**src/rtl/fx_cg_pkg.sv**
```systemverilog
package fx_cg_pkg;

    localparam int NIB_W = 4;
    localparam int CG_W  = 5;

    typedef logic [CG_W-1:0] cg_t;

    localparam cg_t CG_IDLE = 5'b11111;
    localparam cg_t CG_J    = 5'b11000;
    localparam cg_t CG_K    = 5'b10001;
    localparam cg_t CG_T    = 5'b01101;
    localparam cg_t CG_R    = 5'b00111;
    localparam cg_t CG_HALT = 5'b00100;

    typedef enum logic [1:0] {
        ENC_IDLE,
        ENC_SSD2,
        ENC_DATA,
        ENC_ESD2
    } enc_state_e;

    typedef struct packed {
        logic             en;
        logic             er;
        logic [NIB_W-1:0] dat;
    } tx_nib_t;

    function automatic cg_t nib_to_cg(input logic [NIB_W-1:0] n);
        cg_t c;
        case (n)
            4'h0: c = 5'b11110;
            4'h1: c = 5'b01001;
            4'h2: c = 5'b10100;
            4'h3: c = 5'b10101;
            4'h4: c = 5'b01010;
            4'h5: c = 5'b01011;
            4'h6: c = 5'b01110;
            4'h7: c = 5'b01111;
            4'h8: c = 5'b10010;
            4'h9: c = 5'b10011;
            4'hA: c = 5'b10110;
            4'hB: c = 5'b10111;
            4'hC: c = 5'b11010;
            4'hD: c = 5'b11011;
            4'hE: c = 5'b11100;
            default: c = 5'b11101;
        endcase
        return c;
    endfunction

endpackage

```
**src/rtl/fx_cg_tick.sv**
```systemverilog
module fx_cg_tick #(
    parameter int DIV = 5
) (
    input  logic clk,
    input  logic rst,
    output logic tick
);
    localparam int CW = (DIV > 1) ? $clog2(DIV) : 1;
    localparam logic [CW-1:0] LAST = CW'(DIV - 1);

    logic [CW-1:0] phase;

    always_ff @(posedge clk) begin
        if (rst)               phase <= '0;
        else if (phase == LAST) phase <= '0;
        else                   phase <= phase + 1'b1;
    end

    assign tick = (phase == LAST);


    phase_range_chk: assert property (@(posedge clk) disable iff (rst)
        phase <= LAST);


    tick_gap_chk: assert property (@(posedge clk) disable iff (rst)
        tick |=> !tick);
endmodule

```
**src/rtl/fx_cg_fsm.sv**
```systemverilog
module fx_cg_fsm
    import fx_cg_pkg::*;
(
    input  logic    clk,
    input  logic    rst,
    input  logic    tick,
    input  tx_nib_t nib,
    output cg_t     code_q,
    output cg_t     code_nxt
);
    enc_state_e st_q, st_nxt;

    always_comb begin
        st_nxt   = st_q;
        code_nxt = CG_IDLE;
        unique case (st_q)
            ENC_IDLE: begin
                if (nib.en) begin
                    code_nxt = CG_J;
                    st_nxt   = ENC_SSD2;
                end
            end
            ENC_SSD2: begin
                code_nxt = CG_K;
                st_nxt   = ENC_DATA;
            end
            ENC_DATA: begin
                if (!nib.en) begin
                    code_nxt = CG_T;
                    st_nxt   = ENC_ESD2;
                end else if (nib.er) begin
                    code_nxt = CG_HALT;
                end else begin
                    code_nxt = nib_to_cg(nib.dat);
                end
            end
            default: begin
                code_nxt = CG_R;
                st_nxt   = ENC_IDLE;
            end
        endcase
    end

    always_ff @(posedge clk) begin
        if (rst) begin
            st_q   <= ENC_IDLE;
            code_q <= CG_IDLE;
        end else if (tick) begin
            st_q   <= st_nxt;
            code_q <= code_nxt;
        end
    end


    j_then_k_chk: assert property (@(posedge clk) disable iff (rst)
        (tick && code_q == CG_J) |=> code_q == CG_K);


    t_then_r_chk: assert property (@(posedge clk) disable iff (rst)
        (tick && code_q == CG_T) |=> code_q == CG_R);


    r_exit_chk: assert property (@(posedge clk) disable iff (rst)
        (tick && code_q == CG_R) |=> (code_q == CG_IDLE || code_q == CG_J));


    idle_stay_chk: assert property (@(posedge clk) disable iff (rst)
        (tick && !nib.en && (code_q == CG_IDLE || code_q == CG_R)) |=> code_q == CG_IDLE);


    hold_between_chk: assert property (@(posedge clk) disable iff (rst)
        !tick |=> $stable(code_q));
endmodule

```
**src/rtl/fx_cg_shift.sv**
```systemverilog
module fx_cg_shift #(
    parameter int W = 5
) (
    input  logic         clk,
    input  logic         rst,
    input  logic         load,
    input  logic [W-1:0] par_in,
    output logic         ser
);
    logic [W-1:0] sh;

    always_ff @(posedge clk) begin
        if (rst)       sh <= '1;
        else if (load) sh <= par_in;
        else           sh <= {sh[W-2:0], 1'b0};
    end

    assign ser = sh[W-1];


    load_msb_chk: assert property (@(posedge clk) disable iff (rst)
        load |=> ser == $past(par_in[W-1]));


    shift_step_chk: assert property (@(posedge clk) disable iff (rst)
        !load |=> ser == $past(sh[W-2]));
endmodule

```
**src/rtl/fx_cg_encoder.sv**
```systemverilog
module fx_cg_encoder
    import fx_cg_pkg::*;
(
    input  logic       clk,
    input  logic       rst,
    input  logic       tx_en,
    input  logic       tx_er,
    input  logic [3:0] txd,
    output logic       nib_tick,
    output logic [4:0] code_grp,
    output logic       ser_bit
);
    tx_nib_t nib;
    cg_t     cg_q, cg_n;

    assign nib = '{en: tx_en, er: tx_er, dat: txd};

    fx_cg_tick #(.DIV(CG_W)) u_tick (
        .clk  (clk),
        .rst  (rst),
        .tick (nib_tick)
    );

    fx_cg_fsm u_fsm (
        .clk      (clk),
        .rst      (rst),
        .tick     (nib_tick),
        .nib      (nib),
        .code_q   (cg_q),
        .code_nxt (cg_n)
    );

    fx_cg_shift #(.W(CG_W)) u_ser (
        .clk    (clk),
        .rst    (rst),
        .load   (nib_tick),
        .par_in (cg_n),
        .ser    (ser_bit)
    );

    assign code_grp = cg_q;


    ser_lead_chk: assert property (@(posedge clk) disable iff (rst)
        nib_tick |=> ser_bit == code_grp[4]);


    ssd_no_halt_chk: assert property (@(posedge clk) disable iff (rst)
        (nib_tick && code_grp == CG_IDLE && tx_en) |=> code_grp == CG_J);
endmodule

```
**config.mk**
```make
export PLATFORM = sky130hd
export DESIGN_NAME = fx_cg_encoder
export DESIGN_NICKNAME = d
export VERILOG_FILES = /design/src/rtl/fx_cg_pkg.sv /design/src/rtl/fx_cg_tick.sv /design/src/rtl/fx_cg_fsm.sv /design/src/rtl/fx_cg_shift.sv /design/src/rtl/fx_cg_encoder.sv
export SDC_FILE = /design/constraint.sdc
export NUM_CORES = 1
export LEC_CHECK = 0
export CAP_MARGIN = 20
export CORE_MARGIN = 5
export CORE_UTILIZATION = 50
export DETAILED_ROUTE_END_ITERATION = 10
export DONT_BUFFER_PORTS = 1
export HOLD_SLACK_MARGIN = 0.03
export PLACE_DENSITY = 0.75
export SETUP_SLACK_MARGIN = 0.02
export SYNTH_ARGS = -nofsm -noshare
export SYNTH_HDL_FRONTEND = slang
export SYNTH_SLANG_ARGS = --single-unit
```
**constraint.sdc**
```tcl
create_clock -name clk -period 2.5 [get_ports clk]
set_clock_uncertainty 0.1 [all_clocks]
set_input_delay 0.25 -clock clk [delete_from_list [all_inputs] [get_ports clk]]
set_output_delay 0.25 -clock clk [all_outputs]
set_load 0.02 [all_outputs]
```
==> impl_results.md, run 1 <==
* Critical Path AT at 2080 ps
* CP max FO at 4
* Die Y-Extent at 48.7 um
* Setup Buffers After CTS at 0
* Worst-Skew Late Latency at 300 ps
* Setup-failing EPs final at 0
* Distinct cells, synth at 26
* Worst hold path cell count at 2
* Post-Synthesis Cell Area at 748 um2
* WL/cell at 13.6 um
* Slowest-stage cell, CP: a2111oi_0
* CTS Sinks at 15
* Syn_nets at 98
* Worst slew margin at 41.8%
* F_max at 493 MHz
* Worst ir drop on vdd at 0.269 mV
* Setup CP Type: reg -> reg
* Leak Pwr at 0.000330 uW
* Max incr delay on CP at 770 ps
* Die Area at 2370 um2
* Wirelength, routed at 1390 um
* Die width at 48.7 um
* # IOs at 15
* Clock Pin Slew Worst Setup and Hold Paths at 100 ps
* Worst path cell trace: inv_1 -> ha_1 -> nor2b_1 -> a2111oi_0 -> a21oi_1
* Fill cell count at 141
* Mapped Avg Cell Area at 8.91 um2
* Post-CTS Hold Buffers at 1
* Synth warnings at 0
* Post-DRT Antenna Nets at 0
* Rows at 14
* Worst path buffer plus inverter count at 1
* Core Box Area at 1450 um2
* Worst Setup Start Kind: flip-flop
* Area grow syn2layout at 3.18%
* Via density at 5.75
* Unrepaired setup endpoints after global routing: false
* CTS resizes at 0
* Placement Cell Area at 734 um2
* Data required, critical path at 2550 ps
* Crit. End Element: flip-flop
* Seq/Total Area, Yosys at 40.1%
* CP delay by family, top: compound AO/OA/AOI/OAI gates
* Antenna violations before repair at 0
* Initial Util at 51.5%
* Clock Tree Root: clkbuf_4
* Leading cell type in the layout, fill and taps excluded: dfxtp_1
* H-Tree Level Count at 1
* First-pass DRT Iterations at 4
* Crit path depth at 5
* Global-route wire length before repair at 2370 um
* Part of the cycle the worst path needs at 81.2%
* Worst slew pin tran at 851 ps
* Final Non-Filler Cells at 102
* Most frequent cells in the layout: 15 x dfxtp_1, 12 x nor2_1, 8 x inv_1
* Setup Total Neg Slack at 0 ps
* Iteration-0 DRC Markers at 11
* Gr usage total at 12.9%
* FF+latch count, synth at 15
* Final Hold Viols at 0
* Vias in the first global route at 559
* PD cells at 580 nW/um2
* Status: finished, final reports clean
* I/O Buffers at 0
* Vias at 587
* Share of cells above drive strength 1 at 4.65%
* Max cap viols at 0
* Fin. max-slew vios at 0
* Hold Crit Class: in -> reg
* DRC violations left at 0
* # diodes at 0
* Routability Congestion at 0.752
* Placed Cells at 97
* Fin crit period at 2030 ps
* CTS buffer count at 3
* Finished layout cell area at 772 um2
* CTS Buffer Depth at 2
* Cells after Synth at 84
* Largest net degree at the start of global routing at 14
* Nets at 101
* Dpl hpwl at 990 um
* Grt ovf at 0
* CTS tree: built
* Worst r2r path cells at 5
==> area by class of cell <==
class	instances	area [um2]	area share, %
clock buffer	3	22.5	2.92
clock inverter	1	5.00	0.648
inverter	8	30.0	3.89
multi-input combinational	58	384	49.8
sequential	15	300	38.9
tap	16	20.0	2.59
timing repair buffer	1	10.0	1.30
==> path summary, 6_finish.rpt <==
| path | slack [ps] | start | end |
|---|---|---|---|
| worst max-delay path | 470 | u_fsm.st_q[0] | u_fsm.code_q[0] |
| worst min-delay path | 40 | rst | u_fsm.code_q[0] |
| worst max register to register | 470 | u_fsm.st_q[0] | u_fsm.code_q[0] |
| worst min register to register | 350 | u_ser.sh[2] | u_ser.sh[3] |
==> sequential cells by signal, summed over array words and instances (netlist names) <==
register      count
u_fsm.code_q      5
u_ser.sh          5
u_tick.phase      3
u_fsm.st_q        2
==> where the power goes <==
group          total, uW  switching, uW  internal, uW
clock                148           88.2          59.8
sequential           259           8.64           250
combinational       41.4           22.4          19.0
total                448            119           329
==> through the flow <==
stage	util (%)	worst slack (ps)	total power (uW)	hold WS, ps
after global placement	50.5	636	302	224
final	53.1	471	448	43.4
after floorplan	-	910	301	262
after global routing	53.1	347	473	46.7
after detailed placement	50.5	566	302	228
after CTS	53.1	559	451	44.2
==> cell usage after synthesis (all sizes together) <==
library cell / n / area (um2)
xnor2: 1 / 8.76
a21oi: 3 / 15.0
nand2: 4 / 15.0
nor2b: 2 / 12.5
a211o: 3 / 26.3
o311a: 1 / 10.0
o21bai: 1 / 7.51
nor2: 12 / 45.0
dfxtp: 15 / 300
o31a: 2 / 17.5
o21ai: 3 / 15.0
or2: 1 / 6.26
nand2b: 1 / 6.26
inv: 8 / 30.0
nor3b: 1 / 7.51
nor4: 1 / 6.26
a22oi: 1 / 7.51
a2111oi: 1 / 8.76
buf: 3 / 33.8
o41ai: 1 / 8.76
nor3: 5 / 25.0
or3: 1 / 6.26
a41oi: 1 / 8.76
ha: 6 / 75.1
nand3: 3 / 15.0
mux2i: 3 / 30.0
==> routing by layer <==
metal | up-vias | GRT usage, % | routed length [um]
met5 | - | 0 | 0
met4 | 0 | 8.07 | 31
met3 | 3 | 4.60 | 120
met2 | 20 | 20.0 | 679
met1 | 266 | 14.8 | 555
li1 | 298 | - | -
==> cell families (layout without fill, tap and decap cells) <==
group / Yosys count / count (layout) / share of synthesized area (%)
AO/OA/AOI/OAI: 17 / 17 / 16.7
XOR/XNOR: 1 / 1 / 1.17
adder cells (fa/ha/maj): 6 / 6 / 10.0
buffers and inverters: 11 / 13 / 8.53
flip-flops: 15 / 15 / 40.1
multiplexers: 3 / 3 / 4.01
AND/OR/NAND/NOR: 31 / 31 / 19.4
Note: power is estimated with default switching activity, not from simulation.
==> run 2, diff against run 1 <==
--- a/config.mk
+++ b/config.mk
@@ -11,7 +11,7 @@
 export DETAILED_ROUTE_END_ITERATION = 10
 export DONT_BUFFER_PORTS = 1
 export HOLD_SLACK_MARGIN = 0.03
-export PLACE_DENSITY = 0.75
+export PLACE_DENSITY = 0.78
 export SETUP_SLACK_MARGIN = 0.02
 export SYNTH_ARGS = -nofsm -noshare
 export SYNTH_HDL_FRONTEND = slang
==> constraint.sdc (replaced) <==
create_clock -name clk -period 1.8 [get_ports clk]
set_clock_uncertainty 0.1 [all_clocks]
set_input_delay 0.18 -clock clk [delete_from_list [all_inputs] [get_ports clk]]
set_output_delay 0.18 -clock clk [all_outputs]
set_load 0.02 [all_outputs]
==> impl_results.md, run 2 (synthesis gave the netlist of run 1 again) <==
* Status: finished, final reports clean
* Die width at 48.7 um
* # IOs at 15
* Combinational share of power at 10.7%
* Nets at 103
* Vias in the first global route at 529
* CP max FO at 8
* Crit. End Element: output port
* Register area at 300 um2
* Clock Pin Slew Worst Setup and Hold Paths at 80 ps
* Net Sw Frac at 24.2%
* Wirelength, routed at 1450 um
* Post-DRT Antenna Nets at 0
* I/O Buffers at 0
* # diodes at 0
* Worst slew margin at 67.5%
* Initial Util at 51.5%
* Die Y-Extent at 48.7 um
* Setup CP Type: reg -> out
* Clock Power Share at 30.4%
* Hold Crit Class: in -> reg
* Area grow syn2layout at 6.19%
* Worst slew pin tran at 486 ps
* CTS tree: built
* Multi-input logic area at 393 um2
* Iteration-0 DRC Markers at 23
* Leading cell type in the layout, fill and taps excluded: dfxtp_1
* Global-route wire length before repair at 2390 um
* Setup-failing EPs final at 0
* DRC violations left at 0
* Fin util at 54.6%
* Grt ovf at 0
* P_sw at 148 uW
* Placement Cell Area at 749 um2
* Largest net degree at the start of global routing at 15
* First-pass DRT Iterations at 4
* Most frequent cells in the layout: 15 x dfxtp_1, 12 x nor2_1, 8 x inv_1
* Part of the cycle the worst path needs at 93.2%
* Clock Tree Root: clkbuf_4
* Leak Pwr at 0.000340 uW
* Unrepaired setup endpoints after global routing: false
* Vias at 625
* Share of cells above drive strength 1 at 7.95%
* CTS Buffer Depth at 2
* Data required, critical path at 1520 ps
* H-Tree Level Count at 1
* F_max at 596 MHz
* Regs by FF count: u_fsm.code_q x5, u_ser.sh x5, u_tick.phase x3
* Routability Congestion at 0.786
* Antenna violations before repair at 0
* Dpl hpwl at 1080 um
* PD cells at 770 nW/um2
* Fin crit period at 1680 ps
* WL/cell at 13.9 um
* Worst-Skew Late Latency at 280 ps
* Fin. max-slew vios at 0
* Rows at 14
* CTS Sinks at 15
* CTS buffer count at 3
* Core Box Area at 1450 um2
* Critical Path AT at 1400 ps
* Worst ir drop on vdd at 0.586 mV
* Fill cell count at 131
* Finished layout cell area at 795 um2
* Final Hold Viols at 0
* Gr usage total at 12.8%
* Seq pwr share at 58.8%
* Die Area at 2370 um2
* Via density at 6.01
* Cell Int Power at 464 uW
* Max cap viols at 0
* Worst Setup Start Kind: flip-flop
-- run 2: changes by cell type in the layout (fill, tap and decap cells not counted), sizes merged --
cell,change
clkinv,-1
clkbuf,+1
buf,+2
-- run 2: critical path: stages (launching register included) --
cell	delay, ps
dfxtp_1	360
inv_1	60
ha_1	220
nand2_2	170
inv_1	110
buf_4	190
-- run 2: path summary, 6_finish.rpt --
check	start	endpoint	slack [ps]	cells past startpoint
min	rst	u_ser.sh[2]	70	3
min reg2reg	u_ser.sh[3]	u_ser.sh[4]	350	2
max reg2reg	u_fsm.st_q[0]	u_fsm.code_q[0]	160	5
max	u_tick.phase[0]	nib_tick	120	5
-- run 2: per-layer routing --
layer / track usage, % / routed length [um] / up-vias
met3: 6.44 / 119 / 9
li1: - / - / 298
met2: 20.4 / 762 / 26
met1: 14.7 / 538 / 292
met5: 0 / 0 / -
met4: 4.04 / 29 / 0
-- run 2: final cells by class --
cell class / count / share of cell area, %
well taps: 16 / 2.52
flip-flops and latches: 15 / 37.8
inverters: 8 / 3.78
multi-input cells: 58 / 49.4
repair buffers: 3 / 3.15
clock buffers: 4 / 3.31
-- run 2: metrics by stage --
step / power (uW) / setup WS, ps / instances / hold slack, ps / TNS (ps)
floorplan: 418 / 210 / 84 / 192 / 0
global placement: 420 / 101 / 99 / 154 / 0
detailed placement: 425 / -14.5 / 99 / 155 / -14.5
CTS: 621 / 60.5 / 104 / 56.3 / 0
global route: 648 / 42.1 / 104 / 82.8 / 0
finish: 612 / 123 / 104 / 69.6 / 0
-- run 2: repair_timing --
action,4_1_cts,5_1_grt
buffers inserted,0,0
hold buffers,1,0
endpoints found under the hold margin,15,0
cloned,0,0
endpoints found under the setup margin,3,2
resized for setup,2,1
-- run 2: power by group through the flow --
| stage | Clock [uW] | Combinational, uW | Sequential [uW] |
|---|---|---|---|
| floorplan | 0 | 51.9 | 366 |
| global placement | 0 | 52.7 | 367 |
| detailed placement | 0 | 57.2 | 368 |
| CTS | 196 | 64.8 | 360 |
| global route | 213 | 74.5 | 361 |
| finish | 186 | 65.6 | 360 |
